[src/rtl/nand_rd_pkg.sv]
package nand_rd_pkg;
  localparam logic [7:0] OP_PAGE_LOAD = 8'h13;
  localparam logic [7:0] OP_FEATURE_RD = 8'h0F;
  localparam logic [7:0] FEAT_STATUS  = 8'hC0;
  localparam logic [7:0] OP_CACHE_RD  = 8'h03;

  typedef enum logic [2:0] {
    RS_CLEAN   = 3'd0,
    RS_FIXED   = 3'd1,
    RS_UNFIXED = 3'd2,
    RS_BADBLK  = 3'd3,
    RS_RANGE   = 3'd4,
    RS_TIMEOUT = 3'd5
  } rd_status_e;

  typedef enum logic [3:0] {
    F_IDLE, F_CHECK, F_LOAD, F_POLL, F_EVAL, F_HDR, F_DATA, F_OUT, F_NEXT
  } rd_state_e;

  typedef enum logic [1:0] {
    X_IDLE, X_SEND, X_WAIT
  } xfer_state_e;
endpackage

[src/rtl/nand_byte_link.sv]
module nand_byte_link
  import nand_rd_pkg::*;
(
  input  logic       clk,
  input  logic       rst_n,
  input  logic       go,
  input  logic [7:0] go_byte,
  input  logic       go_last,
  output logic       ldone,
  output logic [7:0] ldata,
  output logic       xfer_valid,
  input  logic       xfer_ready,
  output logic [7:0] xfer_tx,
  output logic       xfer_last,
  input  logic       rx_valid,
  input  logic [7:0] rx_data
);
  xfer_state_e st;
  logic [7:0]  tx_q;
  logic        last_q;

  always_ff @(posedge clk or negedge rst_n) begin
    if (!rst_n) begin
      st     <= X_IDLE;
      tx_q   <= 8'h00;
      last_q <= 1'b0;
    end else begin
      unique case (st)
        X_IDLE: if (go) begin
          tx_q   <= go_byte;
          last_q <= go_last;
          st     <= X_SEND;
        end
        X_SEND: if (xfer_ready) st <= X_WAIT;
        X_WAIT: if (rx_valid) st <= X_IDLE;
        default: st <= X_IDLE;
      endcase
    end
  end

  assign xfer_valid = (st == X_SEND);
  assign xfer_tx    = tx_q;
  assign xfer_last  = last_q;
  assign ldone      = (st == X_WAIT) && rx_valid;
  assign ldata      = rx_data;

  // offered byte held until taken
  a_r12_hold_offer: assert property (@(posedge clk) disable iff (!rst_n)
    xfer_valid && !xfer_ready |=> xfer_valid && $stable(xfer_tx) && $stable(xfer_last));
  // the sequencer only starts a byte when nothing is in flight
  a_r12_go_when_idle: assert property (@(posedge clk) disable iff (!rst_n)
    go |-> st == X_IDLE);
endmodule

[src/rtl/nand_row_cache.sv]
module nand_row_cache #(
  parameter int ROW_W = 16
) (
  input  logic             clk,
  input  logic             rst_n,
  input  logic [ROW_W-1:0] row,
  input  logic             set_en,
  input  logic             kill,
  output logic             hit
);
  // extra top bit: set means "no row remembered", never equal to a real row
  logic [ROW_W:0] held;

  always_ff @(posedge clk or negedge rst_n) begin
    if (!rst_n)      held <= '1;
    else if (kill)   held <= '1;
    else if (set_en) held <= {1'b0, row};
  end

  assign hit = (held == {1'b0, row});

  // a clear leaves nothing that can match
  a_r9_kill_forgets: assert property (@(posedge clk) disable iff (!rst_n)
    kill |=> held[ROW_W]);
  // a stored row is recognised on the next cycle
  a_r7_set_hits: assert property (@(posedge clk) disable iff (!rst_n)
    set_en && !kill |=> !held[ROW_W]);
endmodule

[src/rtl/nand_span_calc.sv]
module nand_span_calc #(
  parameter int ADDR_W = 27,
  parameter int LEN_W  = 16,
  parameter int COL_W  = 11
) (
  input  logic [ADDR_W-1:0] req_addr,
  input  logic [LEN_W-1:0]  req_len,
  input  logic [COL_W-1:0]  col,
  input  logic [LEN_W-1:0]  len_left,
  output logic              too_far,
  output logic [COL_W:0]    chunk
);
  localparam int PAGE = 1 << COL_W;

  logic [ADDR_W:0] end_w;
  logic [COL_W:0]  room;
  logic            clip;

  assign end_w   = {1'b0, req_addr} + (ADDR_W+1)'(req_len);
  assign too_far = end_w > {1'b1, {ADDR_W{1'b0}}};

  assign room  = (COL_W+1)'(PAGE) - {1'b0, col};
  assign clip  = len_left > LEN_W'(room);
  assign chunk = clip ? room : len_left[COL_W:0];
endmodule

[src/rtl/nand_page_reader.sv]
module nand_page_reader
  import nand_rd_pkg::*;
#(
  parameter int ADDR_W    = 27,
  parameter int LEN_W     = 16,
  parameter int COL_W     = 11,
  parameter int BLK_SHIFT = 6,
  parameter int POLL_MAX  = 100
) (
  input  logic                          clk,
  input  logic                          rst_n,
  input  logic                          req_valid,
  output logic                          req_ready,
  input  logic [ADDR_W-1:0]             req_addr,
  input  logic [LEN_W-1:0]              req_len,
  output logic                          out_valid,
  input  logic                          out_ready,
  output logic [7:0]                    out_data,
  output logic                          done,
  output logic [2:0]                    done_status,
  input  logic                          inv_row,
  output logic [ADDR_W-COL_W-BLK_SHIFT-1:0] bb_blk,
  input  logic                          bb_bad,
  output logic                          xfer_valid,
  input  logic                          xfer_ready,
  output logic [7:0]                    xfer_tx,
  output logic                          xfer_last,
  input  logic                          rx_valid,
  input  logic [7:0]                    rx_data
);
  localparam int ROW_W = ADDR_W - COL_W;
  localparam int PW    = $clog2(POLL_MAX + 1);

  rd_state_e        st;
  logic [ROW_W-1:0] row_q;
  logic [COL_W-1:0] col_q;
  logic [LEN_W-1:0] len_left;
  logic [COL_W:0]   chunk_left;
  logic [1:0]       idx;
  logic             pend;
  logic             busy_q;
  logic [1:0]       ecc_q;
  logic [PW-1:0]    polls;
  logic             fixed_q;
  logic             done_q;
  rd_status_e       dstat_q;
  logic             ov_q;
  logic [7:0]       od_q;

  logic             too_far;
  logic [COL_W:0]   chunk;
  logic             hit, cache_set, cache_kill, poll_limit;
  logic             lnk_go, ldone, byte_st, tx_last;
  logic [7:0]       ldata, tx_byte;
  logic [15:0]      row16, col16;

  nand_span_calc #(.ADDR_W(ADDR_W), .LEN_W(LEN_W), .COL_W(COL_W)) u_span (
    .req_addr(req_addr), .req_len(req_len), .col(col_q), .len_left(len_left),
    .too_far(too_far), .chunk(chunk));

  assign poll_limit = (polls == PW'(POLL_MAX - 1));
  assign cache_set  = (st == F_EVAL) && !busy_q && (ecc_q != 2'd2);
  assign cache_kill = inv_row || ((st == F_EVAL) && ((busy_q && poll_limit) || (!busy_q && ecc_q == 2'd2)));

  nand_row_cache #(.ROW_W(ROW_W)) u_cache (
    .clk(clk), .rst_n(rst_n), .row(row_q), .set_en(cache_set), .kill(cache_kill), .hit(hit));

  assign row16 = 16'(row_q);
  assign col16 = 16'(col_q);

  always_comb begin
    tx_byte = 8'h00;
    tx_last = 1'b0;
    unique case (st)
      F_LOAD: unique case (idx)
        2'd0: tx_byte = OP_PAGE_LOAD;
        2'd1: tx_byte = 8'h00;
        2'd2: tx_byte = row16[15:8];
        default: begin tx_byte = row16[7:0]; tx_last = 1'b1; end
      endcase
      F_POLL: unique case (idx)
        2'd0: tx_byte = OP_FEATURE_RD;
        2'd1: tx_byte = FEAT_STATUS;
        default: tx_last = 1'b1;
      endcase
      F_HDR: unique case (idx)
        2'd0: tx_byte = OP_CACHE_RD;
        2'd1: tx_byte = col16[15:8];
        2'd2: tx_byte = col16[7:0];
        default: tx_byte = 8'h00;
      endcase
      F_DATA: tx_last = (chunk_left == (COL_W+1)'(1));
      default: ;
    endcase
  end

  assign byte_st = (st == F_LOAD) || (st == F_POLL) || (st == F_HDR) || (st == F_DATA);
  assign lnk_go  = byte_st && !pend;

  nand_byte_link u_link (
    .clk(clk), .rst_n(rst_n), .go(lnk_go), .go_byte(tx_byte), .go_last(tx_last),
    .ldone(ldone), .ldata(ldata),
    .xfer_valid(xfer_valid), .xfer_ready(xfer_ready), .xfer_tx(xfer_tx), .xfer_last(xfer_last),
    .rx_valid(rx_valid), .rx_data(rx_data));

  always_ff @(posedge clk or negedge rst_n) begin
    if (!rst_n) begin
      st         <= F_IDLE;
      row_q      <= '0;
      col_q      <= '0;
      len_left   <= '0;
      chunk_left <= '0;
      idx        <= '0;
      pend       <= 1'b0;
      busy_q     <= 1'b0;
      ecc_q      <= 2'd0;
      polls      <= '0;
      fixed_q    <= 1'b0;
      done_q     <= 1'b0;
      dstat_q    <= RS_CLEAN;
      ov_q       <= 1'b0;
      od_q       <= 8'h00;
    end else begin
      done_q <= 1'b0;
      if (lnk_go) pend <= 1'b1;
      if (ldone)  pend <= 1'b0;
      unique case (st)
        F_IDLE: if (req_valid) begin
          row_q    <= req_addr[ADDR_W-1:COL_W];
          col_q    <= req_addr[COL_W-1:0];
          len_left <= req_len;
          fixed_q  <= 1'b0;
          if (req_len == '0) begin
            done_q <= 1'b1; dstat_q <= RS_CLEAN;
          end else if (too_far) begin
            done_q <= 1'b1; dstat_q <= RS_RANGE;
          end else begin
            st <= F_CHECK;
          end
        end
        F_CHECK: begin
          chunk_left <= chunk;
          idx        <= '0;
          polls      <= '0;
          if (bb_bad) begin
            done_q <= 1'b1; dstat_q <= RS_BADBLK; st <= F_IDLE;
          end else if (hit) st <= F_HDR;
          else st <= F_LOAD;
        end
        F_LOAD: if (ldone) begin
          if (idx == 2'd3) begin idx <= '0; st <= F_POLL; end
          else idx <= idx + 2'd1;
        end
        F_POLL: if (ldone) begin
          if (idx == 2'd2) begin
            busy_q <= ldata[0];
            ecc_q  <= ldata[5:4];
            idx    <= '0;
            st     <= F_EVAL;
          end else idx <= idx + 2'd1;
        end
        F_EVAL: begin
          if (busy_q) begin
            if (poll_limit) begin
              done_q <= 1'b1; dstat_q <= RS_TIMEOUT; st <= F_IDLE;
            end else begin
              polls <= polls + PW'(1); st <= F_POLL;
            end
          end else if (ecc_q == 2'd2) begin
            done_q <= 1'b1; dstat_q <= RS_UNFIXED; st <= F_IDLE;
          end else begin
            if (ecc_q == 2'd1) fixed_q <= 1'b1;
            st <= F_HDR;
          end
        end
        F_HDR: if (ldone) begin
          if (idx == 2'd3) begin idx <= '0; st <= F_DATA; end
          else idx <= idx + 2'd1;
        end
        F_DATA: if (ldone) begin
          od_q <= ldata;
          ov_q <= 1'b1;
          st   <= F_OUT;
        end
        F_OUT: if (out_ready) begin
          ov_q       <= 1'b0;
          chunk_left <= chunk_left - (COL_W+1)'(1);
          len_left   <= len_left - LEN_W'(1);
          st         <= (chunk_left == (COL_W+1)'(1)) ? F_NEXT : F_DATA;
        end
        F_NEXT: begin
          if (len_left == '0) begin
            done_q  <= 1'b1;
            dstat_q <= fixed_q ? RS_FIXED : RS_CLEAN;
            st      <= F_IDLE;
          end else begin
            row_q <= row_q + ROW_W'(1);
            col_q <= '0;
            st    <= F_CHECK;
          end
        end
        default: st <= F_IDLE;
      endcase
    end
  end

  assign req_ready   = (st == F_IDLE);
  assign out_valid   = ov_q;
  assign out_data    = od_q;
  assign done        = done_q;
  assign done_status = dstat_q;
  assign bb_blk      = row_q[ROW_W-1:BLK_SHIFT];

  // stalled byte stays put
  a_r11_out_hold: assert property (@(posedge clk) disable iff (!rst_n)
    out_valid && !out_ready |=> out_valid && $stable(out_data));
  // immediate completions start no exchange
  a_r10_no_traffic: assert property (@(posedge clk) disable iff (!rst_n)
    req_valid && req_ready && (req_len == '0 || too_far) |=> !xfer_valid && done);
  // poll counter never passes its limit
  a_r2_poll_bound: assert property (@(posedge clk) disable iff (!rst_n)
    polls < PW'(POLL_MAX));
  // a flagged block ends the request without an exchange
  a_r8_bad_stops: assert property (@(posedge clk) disable iff (!rst_n)
    st == F_CHECK && bb_bad |=> req_ready && done && !xfer_valid);
  // done lasts one cycle
  a_r13_done_pulse: assert property (@(posedge clk) disable iff (!rst_n)
    done |=> !done);
endmodule

[config.mk]
export PLATFORM = sky130hd
export DESIGN_NAME = nand_page_reader
export DESIGN_NICKNAME = d
export VERILOG_FILES = /design/src/rtl/nand_rd_pkg.sv /design/src/rtl/nand_byte_link.sv /design/src/rtl/nand_row_cache.sv /design/src/rtl/nand_span_calc.sv /design/src/rtl/nand_page_reader.sv
export SDC_FILE = /design/constraint.sdc
export NUM_CORES = 1
export LEC_CHECK = 0
export BUFFER_PORTS_ARGS = -buffer_cell sky130_fd_sc_hd__buf_2
export CAP_MARGIN = 20
export CORE_MARGIN = 1.5
export CORE_UTILIZATION = 45
export CTS_BUF_LIST = sky130_fd_sc_hd__clkbuf_4 sky130_fd_sc_hd__clkbuf_8 sky130_fd_sc_hd__clkbuf_16
export DETAILED_ROUTE_END_ITERATION = 8
export PLACE_DENSITY_LB_ADDON = 0.12
export SLEW_MARGIN = 5
export SYNTH_ARGS = -nofsm -noshare
export SYNTH_HDL_FRONTEND = slang
export SYNTH_SLANG_ARGS = --single-unit
[constraint.sdc]
create_clock -name clk -period 10.8 [get_ports clk]
set_clock_uncertainty 0.1 [all_clocks]
set_input_delay 3.24 -clock clk [delete_from_list [all_inputs] [get_ports clk]]
set_output_delay 3.24 -clock clk [all_outputs]
set_load 0.02 [all_outputs]
Word-level counts from Yosys, hierarchy flattened --
Cells that the tools add are included.
Word-level totals: ROM bits 0, bits in registers 114, memories 0, output and inout port bits 34, RAM bits 0, word-level logic and storage cells 199, input port bits 59, latch bits 0
Operators by class: bitwise operators 0, reductions and logical operators 45, shift operators 0, $add $sub $neg 7, mux-type cells 81, divide/modulo/power cells 0, eq/ne operators 45, multiply operators 0, order comparisons 2
Operators by type and width (number):
- 8-bit one-hot mux with 3 select lines | 3
- 16-bit two-way mux | 4
- 16-bit one-hot mux with 2 select lines | 2
- 4-bit two-way mux | 13
- 2-bit != test (second input constant) | 18
- 4-bit one-hot mux with 9 select lines | 1
- 17-bit two-way mux | 2
- 3-bit two-way mux | 11
- 16-bit zero test | 2
- 27-bit by 16-bit adder with 28-bit output | 1
- 28-bit greater-than comparator (second input constant) | 1
- 12-bit two-way mux | 2
- 12-bit one-hot mux with 2 select lines | 1
- 11-bit two-way mux | 2
- 11-bit one-hot mux with 2 select lines | 1
- 3-bit AND reduction | 7
- 1-bit two-way mux | 20
- 17-bit by 16-bit == test with 1-bit output | 1
- 16-bit by 1-bit adder with 16-bit output (second input constant) | 1
- 4-bit by 3-bit == test with 1-bit output (second input constant) | 4
- 16-bit by 12-bit greater-than comparator with 1-bit output | 1
- 2-bit two-way mux | 8
- 8-bit one-hot mux with 2 select lines | 1
- 2-bit nonzero test | 8
- other kinds (36) | 65

Depth between registers and ports, before layout --
word-level depth 7, mapped depth 15, gate-level depth less buffers 14

Cells and area by module --
From an unflattened synthesis, not the netlist that was laid out.
Second synthesis, totals: cells, all modules 1037, area, all modules 8868.5 sq um
By module, submodules not included:
- nand_page_reader | instances 1, cells each 638, sequential area each 2152.1 sq um, area each 5486.5 sq um
- nand_span_calc | instances 1, cells each 285, sequential area each 0.0 sq um, area each 1944.4 sq um
- nand_row_cache | instances 1, cells each 77, sequential area each 446.7 sq um, area each 903.4 sq um
- nand_byte_link | instances 1, cells each 37, sequential area each 275.3 sq um, area each 534.3 sq um

Worst setup path after synthesis --
OpenSTA, ideal clock, no wires.
path type input-to-reg, start point input port req_addr[0], end point register dstat_q[0] (netlist: done_status[0]), arrival 5.930 ns, library setup time 0.128 ns, path slack 4.643 ns, data required time 10.572 ns, stages on the path 12, buffers on the path 0, cells stage by stage ha_1 inv_1 fa_1 xnor2_1 a2111oi_4 nand2b_1 or4_1 nor4_1 and4_1 nand3_2 o21ai_4 mux2_1
On the way: word-level cells in the longest chain between the ends 4
Ends and longest elaborated chain:
- from (decl) | line nand_page_reader.sv:14 | input logic [ADDR_W-1:0] req_addr,
- 27-bit by 16-bit adder with 28-bit output | line nand_span_calc.sv:19 | assign end_w = {1'b0, req_addr} + (ADDR_W+1)'(req_len);
- 28-bit greater-than comparator | line nand_span_calc.sv:20 | assign too_far = end_w > {1'b1, {ADDR_W{1'b0}}};
- 3-bit by 1-bit != test with 1-bit output (no line)
- 7-bit AND reduction (no line)
- to (signal assigned) | line nand_page_reader.sv:194 | dstat_q <= fixed_q ? RS_FIXED : RS_CLEAN;
- to (decl) | line nand_page_reader.sv:46 | rd_status_e dstat_q;
No other way between the ends. A chain may end at the register's enable or synchronous reset.

Final worst setup path --
start point input port req_len[0], end point register dstat_q[1] (netlist: done_status[1])
On the way: word-level cells in the longest chain between the ends 4, elaborated cells on any way between the ends 8, classes of those cells add/sub (1); order compare (1); eq/ne (1); mux (3); reduce/logical (2)
Ends and longest elaborated chain:
- from (decl) | line nand_page_reader.sv:15 | input logic [LEN_W-1:0] req_len,
- 27-bit by 16-bit adder with 28-bit output or 16-bit zero test (tied branches) | line nand_span_calc.sv:19, nand_page_reader.sv:133
- 28-bit greater-than comparator or 3-bit two-way mux (tied branches) | line nand_span_calc.sv:20, nand_page_reader.sv:133
- 3-bit by 1-bit != test with 1-bit output (no line) or 3-bit two-way mux (tied branches)
- 7-bit AND reduction (no line) or 3-bit one-hot mux with 4 select lines (tied branches)
Several ways; a longest one is shown, not always the timed one. The select of a mux whose other input is x is not followed.

==> metrics.md <==
| Metric | Value |
|---|---|
| CP max-delay cell | or4_1 |
| Tcrit/Tclk final | 0.574 |
| Max Freq | 0.161 GHz |
| Synth Warn # | 0 |
| Clock slew at reported path FFs | 0.06 ns |
| FF/Latch Area | 2870 µm² |
| Htree depth | 4 |
| Internal reg-to-reg setup slack | 6.61 ns |
| Final ANT Viol Nets | 0 |
| Pre-Repair DR Iteration Count | 5 |
| CTS Buf Count | 17 |
| CP cell instances | buf_2, ha_1, inv_1, fa_1, xnor2_1, a2111oi_4, nand2b_1, or4_1, nor4_1, and4_1, nand3_2, o21ai_4, mux2_1 |
| IO Count | 93 |
| Max_cap viols | 0 |
| Delay-heaviest family, CP | simple AND/OR/NAND/NOR gates |
| Area of the core | 18,900 µm² |
| Cell Area, Synth | 8760 µm² |
| Max-slew headroom | 0.384 |
| Seq/Total Area, Yosys | 0.328 |
| Vias in the first global route | 7,941 |
| Starting Density | 0.464 |
| FP Rows | 50 |
| Sink Count | 114 |
| Post-Syn Area per Cell | 7.84 µm² |
| Worst Max-Slew Pin Slew | 0.919 ns |
| Minimum clock period | 6.20 ns |
| Die area | 20,300 µm² |
| First-pass GRT wire length | 43.7 mm |
| RSZ-0062 raised after global routing | no |
| Post-DR vias/cell | 6.08 |
| Worst hold path stage count | 2 |
| Antenna violations before repair | 0 |
| DRT iter0 DRCs | 714 |
| Routed WL | 27.5 mm |
| Routability congestion estimate from global placement | 1.01 |
| Hold buffer count at cts | 0 |
| Die Y | 143 µm |
| Synth Flop Type | dfrtp_1 |
| Later-pin clock latency in the skew report | 0.43 ns |
| Chip Width | 143 µm |
| Post-CTS setup buffers | 0 |
| Synth-to-layout area growth | 12.9% |
| GRT Residual Overflow | 0 |
| EDFF count, synth | 0 |
| Mapped Nets | 1,219 |
| Final Slew Violations | 0 |
| Root buffer cell | clkbuf_16 |
| Post-cts resize count | 0 |
| Final Power | 0.00221 W |
| Asr flop ratio synth | 1.00 |
| CP peak stage delay | 0.53 ns |
| Critical R2R Capture | chunk_left[3] |
| Final #Nets | 1,265 |
| CP Capture Type | register |
| Hold path endpoint | u_cache.held[16] |
| Layout cells sized above 1 | 0.150 |
| PwrDens | 223 nW/µm² |
| Worst reg-to-reg path cell count | 14 |
| Drt wl/cell | 19.1 µm |
| Final hold viol count | 0 |
| Crit path arrival time | 6.41 ns |
| VDD IR max | 0.000102 V |
| Hold_sp | u_cache.held[16] |
| Multi-input gate area | 5420 µm² |
| Leak | 4.32 nW |
| CTS tree | done |
| Placed cells | 1,402 |
| Setup crit start kind | primary input |
| Buf+Inv Stages, Crit Path | 2 |
| Aggregate global-route resource usage | 0.278 |
| Syn Inst Count | 1,118 |
| HP Class | register to register |
| DPL Wire Length | 20.7 mm |
| Port bufs | 92 |
| Number of vias in the routed layout | 8,744 |
| Required time worst endpoint | 11.00 ns |
| #FFs+latches synth | 114 |
| DRC violations left | 0 |
| Synth unique cells | 81 |
| Antenna cell count | 0 |
| Final Non-Filler Cells | 1,437 |
| Clock Tree Buf Depth | 2 |
| Setup CP Type | primary input to register |
| Largest net degree at the start of global routing | 66 |
| Fillers | 1,939 |
| Final setup vio count | 0 |
| Fin Setup TNS | 0 ns |
| Worst R2R Start | col_q[3] |
| Status | finished, final reports clean |
| CP Max Fanout | 4 |
==> layer usage <==
| layer | up-vias | track usage | part of all wire |
|---|---|---|---|
| li1 | 4177 | - | - |
| met5 | - | 0 | 0 |
| met3 | 53 | 0.0542 | 0.064 |
| met4 | 0 | 0.0977 | 0.026 |
| met1 | 4178 | 0.397 | 0.47 |
| met2 | 336 | 0.416 | 0.44 |
==> logic make-up (layout without fill, tap and decap cells) <==
group / after synthesis / in the layout / synth area share
multiplexers: 28 / 28 / 0.0350
buffers and inverters: 115 / 174 / 0.0541
XOR/XNOR: 32 / 32 / 0.0320
flip-flops: 114 / 114 / 0.328
AND/OR/NAND/NOR: 462 / 462 / 0.258
AO/OA/AOI/OAI: 325 / 325 / 0.232
adder cells (fa/ha/maj): 42 / 42 / 0.0608
==> Yosys cell counts, types with 8 or more instances <==
cell type	count	area (µm²)
a22oi_1	14	105
xor2_1	10	87.6
inv_1	42	158
o21a_1	8	60.1
ha_1	41	513
nor4_1	19	119
nand4_1	24	150
o21ai_0	67	335
dfstp_2	17	447
xnor2_1	22	193
o21ai_1	23	115
and3_1	17	106
a21oi_1	106	531
nand2_1	139	522
mux2_2	16	180
and4_1	8	70.1
o211ai_1	9	67.6
nor2_1	108	405
clkbuf_1	55	206
nand2b_1	9	56.3
dfrtp_1	97	2430
nor2b_1	13	81.3
nor3_1	37	185
a211oi_1	13	97.6
a31oi_1	17	106
nand3_1	46	230
buf_4	10	75.1
==> power by group <==
group	internal [W]	total [W]	switching, W
Combinational	0.000344	0.000892	0.000548
Sequential	0.000554	0.000750	0.000196
Clock	0.000347	0.000567	0.000220
==> placed cells by master (no fill, tap or decap), types with 10 or more instances in the layout <==
cell / instances
nand2_1: 139
nor2_1: 108
a21oi_1: 106
dfrtp_1: 97
buf_2: 91
o21ai_0: 67
nand3_1: 46
inv_1: 42
ha_1: 41
nor3_1: 36
nand4_1: 24
o21ai_1: 23
xnor2_1: 22
nor4_1: 18
and3_1: 17
a31oi_1: 17
clkbuf_16: 17
dfstp_2: 17
mux2_2: 16
a22oi_1: 14
nor2b_1: 13
a211oi_1: 13
xor2_1: 10
==> through the flow <==
step	area [µm²]	util	worst slack, ns	hold WS [ns]
after floorplan	8760	-	4.64	0.339
after global placement	9280	0.491	4.23	0.350
after detailed placement	9280	0.491	4.20	0.355
after CTS	9870	0.522	4.62	0.362
after global routing	9890	0.524	4.38	0.402
final	9890	0.524	4.60	0.361
==> registers in the layout, indices dropped and copies added, names as in the netlist, 2 cells and up <==
signal / flops
u_cache.held: 17
len_left: 16
row16: 16
chunk_left: 12
col_q: 11
out_data: 8
u_link.xfer_tx: 8
polls: 7
st: 4
done_status: 3
ecc_q: 2
idx: 2
u_link.st: 2
==> worst min-delay path, stage by stage (launching register included) <==
cell	delay, ns
dfstp_2	0.37
nand2_1	0.05
nand2_1	0.04
==> how the worst max path moves through the flow <==
stage	startpoint	end	slack, ns	depth (start not counted)
6_report	req_len[0]	done_status[1]	4.60	13
2_1_floorplan	req_addr[0]	done_status[0]	4.64	12
5_1_grt	req_len[0]	st[1]	4.38	13
3_5_place_dp	req_len[0]	done_status[1]	4.20	13
3_3_place_gp	req_len[0]	done_status[1]	4.23	13
4_1_cts	req_len[0]	done_status[1]	4.62	13
==> cell type report <==
| type | instances | share of cell area |
|---|---|---|
| Multi-Input combinational cell | 889 | 0.548 |
| Sequential cell | 114 | 0.291 |
| Timing Repair Buffer | 99 | 0.0525 |
| Clock buffer | 18 | 0.0444 |
| Tap cell | 260 | 0.0329 |
| Inverter | 43 | 0.0163 |
| Clock inverter | 14 | 0.0153 |
Power figures use the tool's default switching activity.
